**config.mk**
```make
export PLATFORM = sky130hd
export DESIGN_NAME = fp_to_int_conv
export DESIGN_NICKNAME = d
export VERILOG_FILES = /design/src/rtl/fp_to_int_pkg.sv /design/src/rtl/fp_to_int_unpack.sv /design/src/rtl/fp_to_int_range.sv /design/src/rtl/fp_to_int_align.sv /design/src/rtl/fp_to_int_sign.sv /design/src/rtl/fp_to_int_conv.sv
export SDC_FILE = /design/constraint.sdc
export NUM_CORES = 1
export LEC_CHECK = 0
export CORE_MARGIN = 2
export CORE_UTILIZATION = 46
export DETAILED_ROUTE_END_ITERATION = 10
export PLACE_DENSITY = 0.72
export SYNTH_ARGS = -nofsm -noshare
export SYNTH_HDL_FRONTEND = slang
export SYNTH_SLANG_ARGS = --single-unit
```
**constraint.sdc**
```tcl
create_clock -name vclk -period 14.3
set_input_delay 1.43 -clock vclk [all_inputs]
set_output_delay 1.43 -clock vclk [all_outputs]
set_load 0.01 [all_outputs]
```
**src/rtl/fp_to_int_pkg.sv**
```systemverilog
package fp_to_int_pkg;

  typedef enum logic [2:0] {
    FPC_ZERO = 3'd0,
    FPC_SUB  = 3'd1,
    FPC_NORM = 3'd2,
    FPC_INF  = 3'd3,
    FPC_NAN  = 3'd4
  } fp_class_t;

endpackage

```
**src/rtl/fp_to_int_unpack.sv**
```systemverilog
module fp_to_int_unpack
  import fp_to_int_pkg::*;
#(
  parameter int EXP_W = 8,
  parameter int MAN_W = 23
) (
  input  logic [EXP_W+MAN_W:0] fp_i,
  output logic                 sign_o,
  output fp_class_t            cls_o,
  output int                   unb_exp_o,
  output logic [MAN_W-1:0]     frac_o
);
  localparam int BIAS = (1 << (EXP_W - 1)) - 1;

  logic [EXP_W-1:0] exp_f;

  assign sign_o = fp_i[EXP_W+MAN_W];
  assign exp_f  = fp_i[MAN_W +: EXP_W];
  assign frac_o = fp_i[MAN_W-1:0];

  always_comb begin
    unb_exp_o = int'({1'b0, exp_f}) - BIAS;
    if (exp_f == '0)
      cls_o = (frac_o == '0) ? FPC_ZERO : FPC_SUB;
    else if (exp_f == '1)
      cls_o = (frac_o == '0) ? FPC_INF : FPC_NAN;
    else
      cls_o = FPC_NORM;
  end
endmodule

```
**src/rtl/fp_to_int_range.sv**
```systemverilog
module fp_to_int_range
  import fp_to_int_pkg::*;
#(
  parameter int INT_W = 32,
  localparam int SHW  = (INT_W > 2) ? $clog2(INT_W) : 1
) (
  input  fp_class_t        cls_i,
  input  logic             sign_i,
  input  int               unb_exp_i,
  input  logic             signed_mode_i,
  output logic             ok_o,
  output logic [SHW-1:0]   shamt_o
);
  int limit;

  always_comb begin
    limit   = signed_mode_i ? (INT_W - 1) : INT_W;
    ok_o    = (cls_i == FPC_NORM) && (unb_exp_i >= 0) && (unb_exp_i < limit)
              && !(sign_i && !signed_mode_i);
    shamt_o = ok_o ? unb_exp_i[SHW-1:0] : '0;
  end
endmodule

```
**src/rtl/fp_to_int_align.sv**
```systemverilog
module fp_to_int_align #(
  parameter int MAN_W = 23,
  parameter int INT_W = 32,
  localparam int SHW  = (INT_W > 2) ? $clog2(INT_W) : 1,
  localparam int AW   = MAN_W + 1 + INT_W
) (
  input  logic [MAN_W-1:0] frac_i,
  input  logic [SHW-1:0]   shamt_i,
  output logic [INT_W-1:0] mag_o
);
  logic [AW-1:0] sig_ext;

  always_comb begin
    sig_ext = AW'({1'b1, frac_i});
    mag_o   = INT_W'((sig_ext << shamt_i) >> MAN_W);
  end
endmodule

```
**src/rtl/fp_to_int_sign.sv**
```systemverilog
module fp_to_int_sign #(
  parameter int INT_W = 32
) (
  input  logic [INT_W-1:0] mag_i,
  input  logic             neg_i,
  input  logic             ok_i,
  output logic [INT_W-1:0] int_o,
  output logic             invalid_o
);
  always_comb begin
    invalid_o = !ok_i;
    if (!ok_i)      int_o = '0;
    else if (neg_i) int_o = (~mag_i) + INT_W'(1);
    else            int_o = mag_i;
  end
endmodule

```
**src/rtl/fp_to_int_conv.sv**
```systemverilog
module fp_to_int_conv
  import fp_to_int_pkg::*;
#(
  parameter int EXP_W = 8,
  parameter int MAN_W = 23,
  parameter int INT_W = 32,
  localparam int SHW  = (INT_W > 2) ? $clog2(INT_W) : 1
) (
  input  logic [EXP_W+MAN_W:0] fp_i,
  input  logic                 signed_mode_i,
  output logic [INT_W-1:0]     int_o,
  output logic                 invalid_o
);
  logic             sign;
  fp_class_t        cls;
  int               unb_exp;
  logic [MAN_W-1:0] frac;
  logic             ok;
  logic [SHW-1:0]   shamt;
  logic [INT_W-1:0] mag;

  fp_to_int_unpack #(.EXP_W(EXP_W), .MAN_W(MAN_W)) u_unpack (
    .fp_i(fp_i), .sign_o(sign), .cls_o(cls), .unb_exp_o(unb_exp), .frac_o(frac)
  );

  fp_to_int_range #(.INT_W(INT_W)) u_range (
    .cls_i(cls), .sign_i(sign), .unb_exp_i(unb_exp),
    .signed_mode_i(signed_mode_i), .ok_o(ok), .shamt_o(shamt)
  );

  fp_to_int_align #(.MAN_W(MAN_W), .INT_W(INT_W)) u_align (
    .frac_i(frac), .shamt_i(shamt), .mag_o(mag)
  );

  fp_to_int_sign #(.INT_W(INT_W)) u_sign (
    .mag_i(mag), .neg_i(sign), .ok_i(ok), .int_o(int_o), .invalid_o(invalid_o)
  );
endmodule

```
After elaboration in Yosys (flattened, before gate mapping):

Cells that the tools add are included.

* register bits: 0
* input bits: 33
* output and inout port bits: 33
* logic and storage cells: 25

* add/sub/neg operators: 2
* $lt $le $gt $ge: 2
* eq/ne operators: 2
* shift-type cells: 1
* multiplexer cells: 8
* bitwise logic cells: 1
* reduce and logical (&&, ||, !) cells: 9

Operators with widths (count)
* $mux 32: 2
* $shl 24x5->55: 1
* $add 32x1->32 const B: 1
* $not 32->32: 1
* $logic_not 23->1: 1
* $ge 9x1->1 const B: 1
* $lt 9x7->1: 1
* $mux 3: 3
* $sub 8x7->9 const B: 1
* $eq 8x8->1 const B: 1
* $logic_not 8->1: 1
* $mux 6: 1
* $mux 5: 1
* $logic_and 1x1->1: 4
* $eq 3x2->1 const B: 1
* $logic_not 1->1: 3
* $mux 1: 1

Depth between registers and ports, before layout:

* depth after elaboration: 14
* depth in mapped cells: 23

Modules after synthesis:

From an unflattened synthesis, not the netlist that was laid out.

* cell total of the unflattened synthesis: 491
* area, all modules: 3801.1 µm²

By module, submodules not included
* fp_to_int_align: times used 1, cells each 207, area each 1815.5 µm², sequential area each 0.0 µm²
* fp_to_int_sign: times used 1, cells each 164, area each 1061.0 µm², sequential area each 0.0 µm²
* fp_to_int_unpack: times used 1, cells each 85, area each 593.1 µm², sequential area each 0.0 µm²
* fp_to_int_range: times used 1, cells each 35, area each 331.6 µm², sequential area each 0.0 µm²

Worst setup path after synthesis:

No wires, ideal clock.

* path type: input -> output
* from: input fp_i[23]
* to: output int_o[22]
* arrival time: 5.449 ns
* required time: 12.870 ns
* slack: 7.421 ns
* stages: 21
* cell sequence: ha_1 -> buf_4 -> nand3_1 -> xor2_1 -> inv_1 -> clkbuf_1 -> ha_1 -> and3_1 -> a21o_1 -> buf_1 -> nor2_4 -> inv_2 -> buf_2 -> nor3_1 -> o31ai_1 -> inv_1 -> ha_1 -> and2_1 -> nand4_1 -> or3_1 -> a31oi_1

* word-level cells in the longest chain between the ends: 13

RTL lines
* from (decl): RTL line fp_to_int_conv.sv:9 `input logic [EXP_W+MAN_W:0] fp_i,`
* branches (longest 12 deep; another with $add 32x1->32)
* $mux 32 (*): RTL line fp_to_int_sign.sv:12 `if (!ok_i) int_o = '0;`
* to (decl): RTL line fp_to_int_conv.sv:11 `output logic [INT_W-1:0] int_o,`

Every way passes the cells marked *.

Worst setup path in the final report:

* from: input fp_i[23]
* to: output int_o[26]

The elaborated chain is that of the path after synthesis.

==> results summary <==
The number of antenna violations at the first check in global routing is 0. The I/O pin count came out at 66. The number of failing hold endpoints at the final stage came out at 0. The launch point of the critical path is fp_i[23].

In the detailed route, the total length drawn on met2 is 5979 um. The mean instance size in the synthesized netlist came out at 6.807 sq um. The transition time at the pin with the least slew margin came out at 1272 ps. The worst-case IR drop observed on VDD is 0.03298 mV. Dividing total power by cell area gives a power density of 45.47 mW/mm^2. The all-layer global routing usage is 0.3291. The die span in x is 92.14 um. The top fanout value on the critical path came out at 60. The effective utilization at floorplan came out at 0.4697. The total of cells resized after clock tree synthesis came out at 0. The worst setup path is launched from a primary input. Setup repair after global routing left no endpoint under its margin. The wire length after detailed routing came out at 14080 um. The floorplan step set the die height to 92.14 um. The leakage power summed over all cells came out at 1.527 nW. Summing every instance area after synthesis gives 0.003573 sq mm. The die area is 0.008490 sq mm. Of the post-synthesis cell area, the dominant cell type holds 0.07563.

The aggregate negative setup slack came out at 0 ps. The endpoint type of the worst setup path is an output port. The detailed router used layers up to and including met4. The post-detailed-route via-to-cell ratio came out at 6.810. The post-route clock period utilization is 0.6634. Derived from the worst setup path, the maximum achievable clock frequency is 0.1054 GHz. STA puts the critical path data required time at 12870 ps. The count of different cell masters after synthesis came out at 75. The final number of max-transition violations came out at 0. The worst slew slack as a fraction of its limit came out at 0.1523.

The data arrival time of the worst path came out at 8060 ps. The layout has 0 clock buffers. The final route contains 4488 vias. The final antenna-violating net count came out at 0. The routed metal-1 wirelength is 6050 um.

Setup violations remaining at the end of the flow were counted as 0. The total number of placement rows is 32. Of the cells placed in the final design, the portion with a size suffix greater than 1 is 0.1023. The register area is 0 sq um. The number of nets in the synthesized netlist is 566. The sum of met3 wire segment lengths after detailed routing came out at 1539 um. By area the synthesized netlist is led by mux4_2 (7.6%), nor2_1 (7.1%), mux2i_1 (7.0%). The HPWL after detailed placement is 10670 um. The count of maximum capacitance violations came out at 0. The largest total area in the synthesized netlist belongs to mux4_2.

Counting instances in the post-synthesis netlist gives the leading cell types as nor2_1 (68), nand2_1 (47), o21ai_0 (33). For this run, design rule violations remaining after detail routing come to 0. The worst hold path begins at fp_i[31]. The number of hold buffers added after cts came out at 0. Entering global routing, the biggest net connects 61 pins. The run finished with clean final reports. The total iterations of the first detailed-routing run is 5.

The type of the setup path with the least slack is in -> out. The number of warnings reported in the yosys synthesis log came out at 0. The share of the Yosys chip area taken by registers is 0. Post-CTS timing repair inserted 0 buffers for setup.

After detailed routing, the average wire length per cell comes to 21.37 um. The routability congestion estimate from global placement came out at 1.025. The standard cell core area came out at 0.007607 sq mm. The cell area after placement came out at 0.004193 sq mm. The final-stage net count came out at 600. The kind of path behind the tightest hold check is in -> out. The smallest clock period supported by the final layout is computed as 9486 ps.

The area growth from synthesis to layout is 17.33%. The final antenna diode count came out at 0. In this run, the number of DRC markers left after iteration 0 of detailed routing was 558.

Port buffering added 66 buffers. The number of global-route vias before repair is 4047. The global-route wire length before repair came out at 22430 um. The design has 0 sequential cells. The final cell area excluding filler cells is 0.004193 sq mm. Synthesis handed over a netlist of 525 instances.

The number of fill cells in the layout is 761. The remaining global-route overflow is 0. The most frequent cell after synthesis is nor2_1.
==> per-layer routing <==
metal	vias up	GRT usage
met1	2068	0.4767
li1	2074	-
met3	50	0.05259
met4	0	0.08706
met5	-	0
met2	296	0.5055
==> final cells by class <==
| cell class | instances | area, sq um | share of cell area |
|---|---|---|---|
| Tap cell | 102 | 127.6 | 0.03044 |
| Multi-Input combinational cell | 469 | 3297 | 0.7863 |
| Timing Repair Buffer | 74 | 715.7 | 0.1707 |
| Inverter | 14 | 52.55 | 0.01253 |
==> metrics by stage <==
stage	hold slack, ps	total power [mW]	utilization	setup WS [ps]	std cells
floorplan	3198	0.1289	-	7421	525
global placement	4152	0.1847	0.5512	5164	659
detailed placement	4168	0.1845	0.5512	4972	659
CTS	4168	0.1850	0.5512	4975	659
global route	4252	0.2043	0.5512	4282	659
finish	4170	0.1907	0.5512	4814	659
==> critical path, stage by stage <==
cell	delay [ps]
buf_2	80
buf_4	550
ha_1	510
nand3_1	250
xor2_1	210
buf_4	210
inv_1	510
ha_1	360
and3_1	170
a21o_1	290
nor2_4	540
inv_2	120
buf_4	290
o22ai_1	300
a21oi_2	190
nor4_2	450
nand4_1	280
a2111oi_0	510
o211a_1	230
clkdlybuf4s50_1	530
==> report_power, final <==
| group | switching (mW) | internal, mW |
|---|---|---|
| clock network | 0 | 0 |
| logic | 0.118 | 0.0725 |
| registers | 0 | 0 |
==> final timing paths <==
check | to | depth (start not counted)
max | int_o[26] | 20
min | int_o[13] | 5
==> kinds of logic (layout without fill, tap and decap cells) <==
family          after synthesis  in the layout  share of synthesized area
compound gates              180            180                     0.3533
xor+xnor                     26             26                    0.07108
fa+ha+maj                     8              8                    0.02801
buf+inv                      56             88                    0.07738
mux                          48             48                     0.1810
simple gates                207            207                     0.2892
==> cell usage in the layout, fill, tap and decap left out, types with 7 or more instances in the layout <==
cell	count
o21ai_0	33
mux2_2	10
clkdlybuf4s50_1	65
xnor2_1	12
nand4_1	7
o31ai_1	13
or3_1	7
nor3_1	11
nand2b_1	7
o22ai_1	14
mux4_2	12
ha_1	8
nor2b_1	7
xor2_1	12
o21a_1	8
inv_1	10
a21oi_1	31
nand3_1	25
nand2_1	47
nor2_1	68
a211oi_1	11
mux2i_1	25
buf_4	8
Power figures use the tool's default switching activity.
